`src/rtl/pxfmt_pkg.sv`:
```
package pxfmt_pkg;
  typedef enum logic [1:0] {
    COL_RED   = 2'd0,
    COL_GREEN = 2'd1,
    COL_BLUE  = 2'd2,
    COL_NONE  = 2'd3
  } colour_e;

  localparam int unsigned NUM_COLOURS = 3;
  localparam int unsigned POS_W       = $clog2(NUM_COLOURS);
endpackage

```
`src/rtl/pxfmt_phase.sv`:
```
// Splits each conversion period into a high-byte half and a low-byte half.
module pxfmt_phase (
  input  logic clk,
  input  logic rst_n,
  output logic hi_phase,
  output logic capture
);
  logic lo_q;

  always_ff @(posedge clk or negedge rst_n) begin
    if (!rst_n) lo_q <= 1'b0;
    else        lo_q <= ~lo_q;
  end

  assign hi_phase = ~lo_q;
  // The edge that closes a low half is the capture point of the period.
  assign capture  = lo_q;
endmodule

```
`src/rtl/pxfmt_colour_seq.sv`:
```
// Labels each captured word with its colour. Mode and order are taken
// only when the sequence stands at its first position.
module pxfmt_colour_seq
  import pxfmt_pkg::*;
(
  input  logic       clk,
  input  logic       rst_n,
  input  logic       step,
  input  logic       word_ok,
  input  logic       three_ch,
  input  logic       rev_order,
  input  logic [1:0] mono_sel,
  output colour_e    tag
);
  localparam logic [POS_W-1:0] LAST_POS = POS_W'(NUM_COLOURS - 1);

  logic [POS_W-1:0] pos_q;
  logic             mode_q;
  logic             rev_q;
  logic             eff_three;
  logic             eff_rev;
  logic             at_start;

  assign at_start  = (pos_q == '0);
  assign eff_three = at_start ? three_ch  : mode_q;
  assign eff_rev   = at_start ? rev_order : rev_q;

  always_comb begin
    if (!word_ok) begin
      tag = COL_NONE;
    end else if (!eff_three) begin
      tag = (mono_sel == 2'd3) ? COL_RED : colour_e'(mono_sel);
    end else if (eff_rev) begin
      tag = colour_e'(2'(LAST_POS - pos_q));
    end else begin
      tag = colour_e'(2'(pos_q));
    end
  end

  always_ff @(posedge clk or negedge rst_n) begin
    if (!rst_n) begin
      pos_q  <= '0;
      mode_q <= 1'b1;
      rev_q  <= 1'b0;
    end else if (step) begin
      if (at_start) begin
        mode_q <= three_ch;
        rev_q  <= rev_order;
      end
      if (word_ok) begin
        if (!eff_three || pos_q == LAST_POS) pos_q <= '0;
        else                                 pos_q <= pos_q + 1'b1;
      end
    end
  end
endmodule

```
`src/rtl/pxfmt_delay.sv`:
```
// Fixed-depth delay line that advances only on capture slots.
module pxfmt_delay #(
  parameter int unsigned W     = 15,
  parameter int unsigned DEPTH = 3,
  parameter logic [W-1:0] RST_VAL = '0
) (
  input  logic         clk,
  input  logic         rst_n,
  input  logic         shift,
  input  logic [W-1:0] din,
  output logic [W-1:0] dout
);
  logic [W-1:0] stg [DEPTH];

  for (genvar i = 0; i < DEPTH; i++) begin : g_stage
    if (i == 0) begin : g_head
      always_ff @(posedge clk or negedge rst_n) begin
        if (!rst_n)     stg[i] <= RST_VAL;
        else if (shift) stg[i] <= din;
      end
    end else begin : g_body
      always_ff @(posedge clk or negedge rst_n) begin
        if (!rst_n)     stg[i] <= RST_VAL;
        else if (shift) stg[i] <= stg[i-1];
      end
    end
  end

  assign dout = stg[DEPTH-1];
endmodule

```
`src/rtl/pxfmt_byte_mux.sv`:
```
// Aligns the word in a wider internal field and picks the byte for the phase.
module pxfmt_byte_mux #(
  parameter int unsigned WORD_W = 12,
  parameter int unsigned INT_W  = 14,
  parameter int unsigned BUS_W  = 8
) (
  input  logic [WORD_W-1:0] word,
  input  logic              hi_phase,
  input  logic              oe_n,
  output logic [BUS_W-1:0]  bus_data,
  output logic              bus_drive
);
  localparam int unsigned PAD_W = INT_W - WORD_W;
  localparam int unsigned LO_W  = INT_W - BUS_W;
  localparam int unsigned GAP_W = BUS_W - LO_W;

  logic [INT_W-1:0] aligned;
  logic [BUS_W-1:0] hi_byte;
  logic [BUS_W-1:0] lo_byte;

  assign aligned = {word, {PAD_W{1'b0}}};
  assign hi_byte = aligned[INT_W-1 -: BUS_W];
  assign lo_byte = {aligned[LO_W-1:0], {GAP_W{1'b0}}};

  assign bus_drive = ~oe_n;
  assign bus_data  = oe_n ? '0 : (hi_phase ? hi_byte : lo_byte);
endmodule

```
`src/rtl/pxfmt_out.sv`:
```
module pxfmt_out
  import pxfmt_pkg::*;
#(
  parameter int unsigned WORD_W  = 12,
  parameter int unsigned INT_W   = 14,
  parameter int unsigned BUS_W   = 8,
  parameter int unsigned LATENCY = 3
) (
  input  logic              clk,
  input  logic              rst_n,
  input  logic [WORD_W-1:0] adc_word,
  input  logic              adc_valid,
  input  logic              three_ch,
  input  logic              rev_order,
  input  logic [1:0]        mono_sel,
  input  logic              oe_n,
  output logic [BUS_W-1:0]  bus_data,
  output logic              bus_drive,
  output logic              byte_hi,
  output logic              word_valid,
  output logic [1:0]        col_tag
);
  localparam int unsigned PAY_W = WORD_W + 3;
  localparam logic [PAY_W-1:0] PAY_RST = {1'b0, COL_NONE, {WORD_W{1'b0}}};

  logic              hi_phase;
  logic              capture;
  colour_e           in_tag;
  logic [PAY_W-1:0]  pay_in;
  logic [PAY_W-1:0]  pay_out;
  logic [WORD_W-1:0] out_word;

  pxfmt_phase u_phase (
    .clk      (clk),
    .rst_n    (rst_n),
    .hi_phase (hi_phase),
    .capture  (capture)
  );

  pxfmt_colour_seq u_seq (
    .clk       (clk),
    .rst_n     (rst_n),
    .step      (capture),
    .word_ok   (adc_valid),
    .three_ch  (three_ch),
    .rev_order (rev_order),
    .mono_sel  (mono_sel),
    .tag       (in_tag)
  );

  assign pay_in = {adc_valid, in_tag, adc_word};

  pxfmt_delay #(
    .W       (PAY_W),
    .DEPTH   (LATENCY),
    .RST_VAL (PAY_RST)
  ) u_delay (
    .clk   (clk),
    .rst_n (rst_n),
    .shift (capture),
    .din   (pay_in),
    .dout  (pay_out)
  );

  assign out_word   = pay_out[WORD_W-1:0];
  assign col_tag    = pay_out[WORD_W+1:WORD_W];
  assign word_valid = pay_out[PAY_W-1];
  assign byte_hi    = hi_phase;

  pxfmt_byte_mux #(
    .WORD_W (WORD_W),
    .INT_W  (INT_W),
    .BUS_W  (BUS_W)
  ) u_mux (
    .word      (out_word),
    .hi_phase  (hi_phase),
    .oe_n      (oe_n),
    .bus_data  (bus_data),
    .bus_drive (bus_drive)
  );
endmodule

```
`config.mk`:
```
export PLATFORM = sky130hd
export DESIGN_NAME = pxfmt_out
export DESIGN_NICKNAME = d
export VERILOG_FILES = /design/src/rtl/pxfmt_pkg.sv /design/src/rtl/pxfmt_phase.sv /design/src/rtl/pxfmt_colour_seq.sv /design/src/rtl/pxfmt_delay.sv /design/src/rtl/pxfmt_byte_mux.sv /design/src/rtl/pxfmt_out.sv
export SDC_FILE = /design/constraint.sdc
export NUM_CORES = 1
export LEC_CHECK = 0
export BUFFER_PORTS_ARGS = -buffer_cell sky130_fd_sc_hd__buf_2
export CAP_MARGIN = 20
export CORE_ASPECT_RATIO = 0.75
export CORE_MARGIN = 2
export CORE_UTILIZATION = 50
export CTS_CLUSTER_DIAMETER = 40
export DETAILED_ROUTE_END_ITERATION = 12
export MAX_ROUTING_LAYER = met4
export PLACE_DENSITY = 0.85
export SLEW_MARGIN = 15
export SYNTH_ARGS = -nofsm -noshare
export SYNTH_HDL_FRONTEND = slang
export SYNTH_HIERARCHICAL = 1
export SYNTH_SLANG_ARGS = --single-unit
```
`constraint.sdc`:
```
create_clock -name clk -period 1.6 [get_ports clk]
set_input_delay 0.08 -clock clk [delete_from_list [all_inputs] [get_ports clk]]
set_output_delay 0.08 -clock clk [all_outputs]
set_load 0.03 [all_outputs]
```
==> results of run 1 <==
-- worst min-delay path by stage --
stage | start | endpoint | slack, ns
2_1_floorplan | rst_n | u_delay/dout[0]$_DFFE_PN0P_ | -0.22
3_3_place_gp | rst_n | u_delay/stg[41]$_DFFE_PN0P_ | 0.08
3_5_place_dp | rst_n | u_delay/stg[41]$_DFFE_PN0P_ | 0.07
4_1_cts | adc_word[4] | u_delay/stg[34]$_DFFE_PN0P_ | 0.0007
5_1_grt | adc_word[5] | u_delay/stg[35]$_DFFE_PN0P_ | 0.002
6_report | adc_word[6] | u_delay/stg[36]$_DFFE_PN0P_ | 0.008
-- logic make-up (layout without fill, tap and decap cells) --
family / after synthesis / count (layout) / share of synthesized area [%]
and+or+nand+nor: 16 / 16 / 4.01
DFF: 50 / 50 / 52.5
AOI/OAI and AO/OA: 5 / 5 / 1.82
adders and majority gates: 2 / 2 / 1.04
muxes: 53 / 53 / 30.9
buffers and inverters: 26 / 57 / 9.74
-- report_power, final --
| group | leakage (nW) | internal, mW | switching [mW] |
|---|---|---|---|
| logic | 0.721 | 0.390 | 0.308 |
| registers | 0.575 | 1.46 | 0.0874 |
| clock network | 0.0441 | 0.307 | 0.403 |
| total | 1.34 | 2.15 | 0.798 |
-- registers in the layout (all words and copies together) (netlist names) --
name / cells
u_delay/dout: 15
u_seq/mode_q: 1
u_seq/rev_q: 1
u_phase/capture: 1
u_seq/pos_q: 2
u_delay/stg: 30
-- cell type report --
class,instances,area (µm²)
Inverter,5,22.5
Clock inverter,3,21.3
Timing Repair Buffer,44,288
Multi-Input combinational cell,76,923
Fill cell,384,1890
Clock buffer,5,68.8
Sequential cell,50,1260
Tap cell,57,71.3
-- per-layer routing --
layer	track usage, %	vias to the layer above
li1	-	564
met1	19.2	587
met2	24.4	20
met3	3.88	6
met4	6.45	0
met5	-	-
-- worst max-delay path: cells and delay by family (launching register included) --
family / cells / cell delay [ns]
multiplexers: 3 / 0.69
buffers and inverters: 1 / 0.10
flip-flops: 1 / 0.39
AO/OA/AOI/OAI: 1 / 0.10
adder cells (fa/ha/maj): 1 / 0.17
-- cells in the mapped netlist --
master     n
dfrtp_1   43
nand3b_1   2
o41ai_2    1
o211ai_1   2
mux2i_2    1
mux2_4    40
buf_4     15
buf_12     4
nand2_1    3
inv_1      5
mux2_2     6
dfstp_2    7
nor2_1     5
a21oi_1    1
and2_1     4
mux2i_1    6
ha_1       2
a21o_1     1
buf_6      2
nor2b_4    1
nor4_2     1
-- repair_timing --
action | in CTS | in global routing
pin swaps | 0 | 0
buffers inserted | 0 | 1
hold endpoints to repair | 22 | 3
setup endpoints to repair | 2 | 4
hold buffers | 1 | 3
resized for setup | 1 | 5
==> results.cfg, run 1 <==
[clocking]
root_buffer = clkbuf_8
h-tree-depth = 2
cts_tree = built
cts.clk_slew.worst_paths_ns = 0.09
cts_sinks = 50
cts_buffer_depth = 2
cts-buffers-inserted = 5
clk_latency_ns = 0.29

[routing]
met3_length_um = 112
via_count = 1177
drt-met1-wl_um = 1690
dr_wl_met2_um = 1730
drc = 0
vias_per_cell = 4.90
antenna_left = 0
drt_first_pass_iters = 4
top_layer_used = met4
wl_per_cell_um = 15.0
drt-total-wl_um = 3600
drtIter0Drc = 52

[global_route]
grt_pass1_wl_um = 6230
grt_max_degree = 41
antenna_found_initial = 0
grt_pass1_vias = 1291
grt_overflow = 0
grt.total_usage_pct = 15.4

[sta]
fmax_mhz = 658
min_period_ns = 1.52
finalSetupViolCount = 0
slew_viol_final = 0
hold_viol_final = 0
clock_skew_ns = 0.00298
whs_ns = 0.00798
post-route-period-util_pct = 95.0
relSlewSlack_pct = 65.9
fin_ws_ns = 0.0799
tns_ns = 0
rsz0062_at_grt = false
worstMarginPinSlew_ns = 0.511

[critical_path]
worstSetupPathType = flip-flop to flip-flop
max_stage_delay_ns = 0.39
critPathLaunchType = flip-flop
r2r_slack_ns = 0.08
critPathCaptureType = flip-flop
r2r_end = u_delay/stg[43]$_DFFE_PN1P_
worstPathArrival_ns = 1.75
setup.worst_path.end = u_delay/stg[43]$_DFFE_PN1P_
cp_cell_sequence = inv_1, ha_4, mux2i_2, mux2i_1, o211ai_1, mux2_4
worst_ep_required_time_ns = 1.83
path_max_fanout = 3
rr_startpoint = u_seq/pos_q[1]$_DFFE_PN0P_
r2r_cells = 6
cpMaxStageDelayCell = dfrtp_1
cp-startpoint = u_seq/pos_q[1]$_DFFE_PN0P_

[placed_design]
dp.cells = 227
dpl.hpwl_um = 2540
place_ws_ns = 0.0217
placed_area_mm2 = 0.00250
gp_congestion = 0.804
io_buffers = 32

[synthesis]
netlist.area_leader.share_pct = 44.8
syn-num-nets = 174
synth_cell_types = 21
synth.area.top_cells = dfrtp_1 (45%), mux2_4 (25%), dfstp_2 (7.7%)
seq_area_frac_synth_pct = 52.5
synthesis.area_mm2 = 0.00240
postSynthAreaPerCell_um2 = 15.8
netlist.top_cell.by_area = dfrtp_1
syn_inst = 152
yosys_register_bits = 50
yosys_warnings = 6

[outcome]
status = complete, no violations

[floorplanning]
row_count = 21
die_h_um = 64.0
ios = 33
die_w_um = 84.0
die_area_mm2 = 0.00538
start_util_pct = 52.8
coreArea_mm2 = 0.00455

[flow_run]
max_cap_violations = 0

[pwr]
finalPower_mw = 2.95
power.density_mw_per_mm2 = 1110
p_leak_nw = 1.34
ir_drop_mv = 0.619

[final_layout]
layout.nets = 204
synthToLayoutAreaGrowth_pct = 10.6
final_cell_mix = dfrtp_1 (42), mux2_4 (40), buf_2 (31), dfstp_2 (7)
final_util_pct = 58.4
antenna_cells = 0
mostFrequentLayoutCell = dfrtp_1
fin_area_mm2 = 0.00266
final_cells = 240
drive_above_1_share_pct = 60.1

[worst_hold_path]
holdPathStages = 2
hp-class = input port to flip-flop
Note: power is estimated with default switching activity, not from simulation.
==> run 2, diff against run 1 <==
--- a/config.mk
+++ b/config.mk
@@ -13,8 +13,7 @@
 export CTS_CLUSTER_DIAMETER = 40
 export DETAILED_ROUTE_END_ITERATION = 12
 export MAX_ROUTING_LAYER = met4
-export PLACE_DENSITY = 0.85
-export SLEW_MARGIN = 15
+export PLACE_DENSITY = 0.74
 export SYNTH_ARGS = -nofsm -noshare
 export SYNTH_HDL_FRONTEND = slang
 export SYNTH_HIERARCHICAL = 1
==> run 2 against run 1 <==
Fmax down 2.9%. Highest routed layer unchanged. Critical path type unchanged. Routed wire length up 5.9%. Clock power up 2%. Combinational power up 14%. Clock skew up 0.0066 ns. Flip-flop and latch count unchanged. Worst hold slack better by 0.0026 ns. Core utilization up 0.52 points. Global-route usage about the same.
==> results.cfg, run 2 (same netlist as run 1, synthesis figures left out) <==
[outcome]
status = complete, no violations

[critical_path]
worst_ep_required_time_ns = 1.82
critPathCaptureType = flip-flop
worst-path-buf-inv = 1
max_stage_delay_ns = 0.41
worstSetupPathType = flip-flop to flip-flop
critPathLaunchType = flip-flop
cpMaxStageDelayCell = dfrtp_1
worstPathArrival_ns = 1.79
cp_cell_sequence = inv_2, ha_4, mux2i_2, mux2i_1, o211ai_1, mux2_4
critical_path.top_delay_family = multiplexers
path_max_fanout = 3

[floorplanning]
die_w_um = 84.0
die_area_mm2 = 0.00538
coreArea_mm2 = 0.00455
die_h_um = 64.0
ios = 33
row_count = 21
start_util_pct = 52.8

[final_layout]
largest_reg_flops = 30
final_cell_mix = dfrtp_1 (42), mux2_4 (40), buf_2 (32), buf_4 (11), dfstp_2 (7)
layout.nets = 208
final_cells = 244
fin_area_mm2 = 0.00268
fillers = 349
final_util_pct = 59.0
mostFrequentLayoutCell = dfrtp_1
synthToLayoutAreaGrowth_pct = 11.6
antenna_cells = 0
drive_above_1_share_pct = 61.5
top_register = u_delay/stg

[sta]
finalSetupViolCount = 0
fmax_mhz = 639
fin_ws_ns = 0.0342
slew_viol_final = 0
min_period_ns = 1.57
tns_ns = 0
worstMarginPinSlew_ns = 0.374
clock_skew_ns = 0.00960
hold_viol_final = 0
whs_ns = 0.0106
relSlewSlack_pct = 75.1
post-route-period-util_pct = 97.9

[global_route]
grt.total_usage_pct = 15.4
grt_max_degree = 38
grt_overflow = 0
grt_pass1_wl_um = 6220
antenna_found_initial = 0
grt_pass1_vias = 1256

[pwr]
power.density_mw_per_mm2 = 1150
p_leak_nw = 1.36
finalPower_mw = 3.07
ir_drop_mv = 0.616

[routing]
drc = 0
via_count = 1217
antenna_left = 0
drt_first_pass_iters = 4
drt-total-wl_um = 3820
drtIter0Drc = 62
vias_per_cell = 4.99
wl_per_cell_um = 15.6

[placed_design]
placed_area_mm2 = 0.00246
dpl.hpwl_um = 2570
place_ws_ns = -0.174
gp_congestion = 0.713
dp.cells = 224
io_buffers = 32

[clocking]
h-tree-depth = 2
cts_sinks = 50
clk_latency_ns = 0.30
cts.clk_slew.worst_paths_ns = 0.09
root_buffer = clkbuf_8
cts-buffers-inserted = 5
cts_tree = built
cts_buffer_depth = 2

[worst_hold_path]
hp-class = input port to flip-flop

[flow_run]
max_cap_violations = 0
-- run 2: worst paths after layout --
check / from / end / slack [ns] / cells after the start
min in group asynchronous: rst_n / u_seq/pos_q[0]$_DFFE_PN0P_ / 0.23 / 2
setup / recovery: u_seq/pos_q[0]$_DFFE_PN0P_ / u_delay/stg[43]$_DFFE_PN1P_ / 0.03 / 6
max in group asynchronous: rst_n / u_delay/dout[0]$_DFFE_PN0P_ / 0.76 / 3
setup reg to reg: u_seq/pos_q[0]$_DFFE_PN0P_ / u_delay/stg[43]$_DFFE_PN1P_ / 0.03 / 6
hold reg to reg: u_delay/stg[29]$_DFFE_PN0P_ / u_delay/stg[29]$_DFFE_PN0P_ / 0.51 / 1
hold / removal: adc_word[6] / u_delay/stg[36]$_DFFE_PN0P_ / 0.01 / 2
-- run 2: cell type report --
| type | count | area (µm²) | area share [%] |
|---|---|---|---|
| sequential | 50 | 1260 | 47.1 |
| multi-input combinational | 76 | 932 | 34.8 |
| timing repair buffer | 48 | 303 | 11.3 |
| tap | 57 | 71.3 | 2.66 |
| clock buffer | 5 | 68.8 | 2.57 |
| inverter | 5 | 22.5 | 0.840 |
| clock inverter | 3 | 21.3 | 0.794 |
-- run 2: what timing repair did --
| action | CTS | global route |
|---|---|---|
| pin swaps | 0 | 1 |
| endpoints found under the hold margin | 17 | 1 |
| resized for setup | 5 | 2 |
| buffers inserted | 2 | 6 |
| endpoints found under the setup margin | 7 | 4 |
| gates cloned | 0 | 0 |
| hold buffers | 3 | 1 |
-- run 2: layer usage --
metal	share of wire [%]	GRT usage, %	up-vias
li1	-	-	572
met1	48	19.8	621
met2	48	23.6	20
met3	3.7	4.39	4
met4	0.63	5.44	0
met5	0	-	-
-- run 2: power breakdown --
group          leakage (nW)  switching [mW]  internal, mW
registers             0.575          0.0985          1.46
logic                 0.739           0.340         0.456
clock network        0.0441           0.416         0.308
-- run 2: worst register-to-register path: stages, from the launching register on --
cell and delay [ns]:
dfrtp_1 0.41, inv_2 0.10, ha_4 0.17, mux2i_2 0.23, mux2i_1 0.22, o211ai_1 0.10, mux2_4 0.26
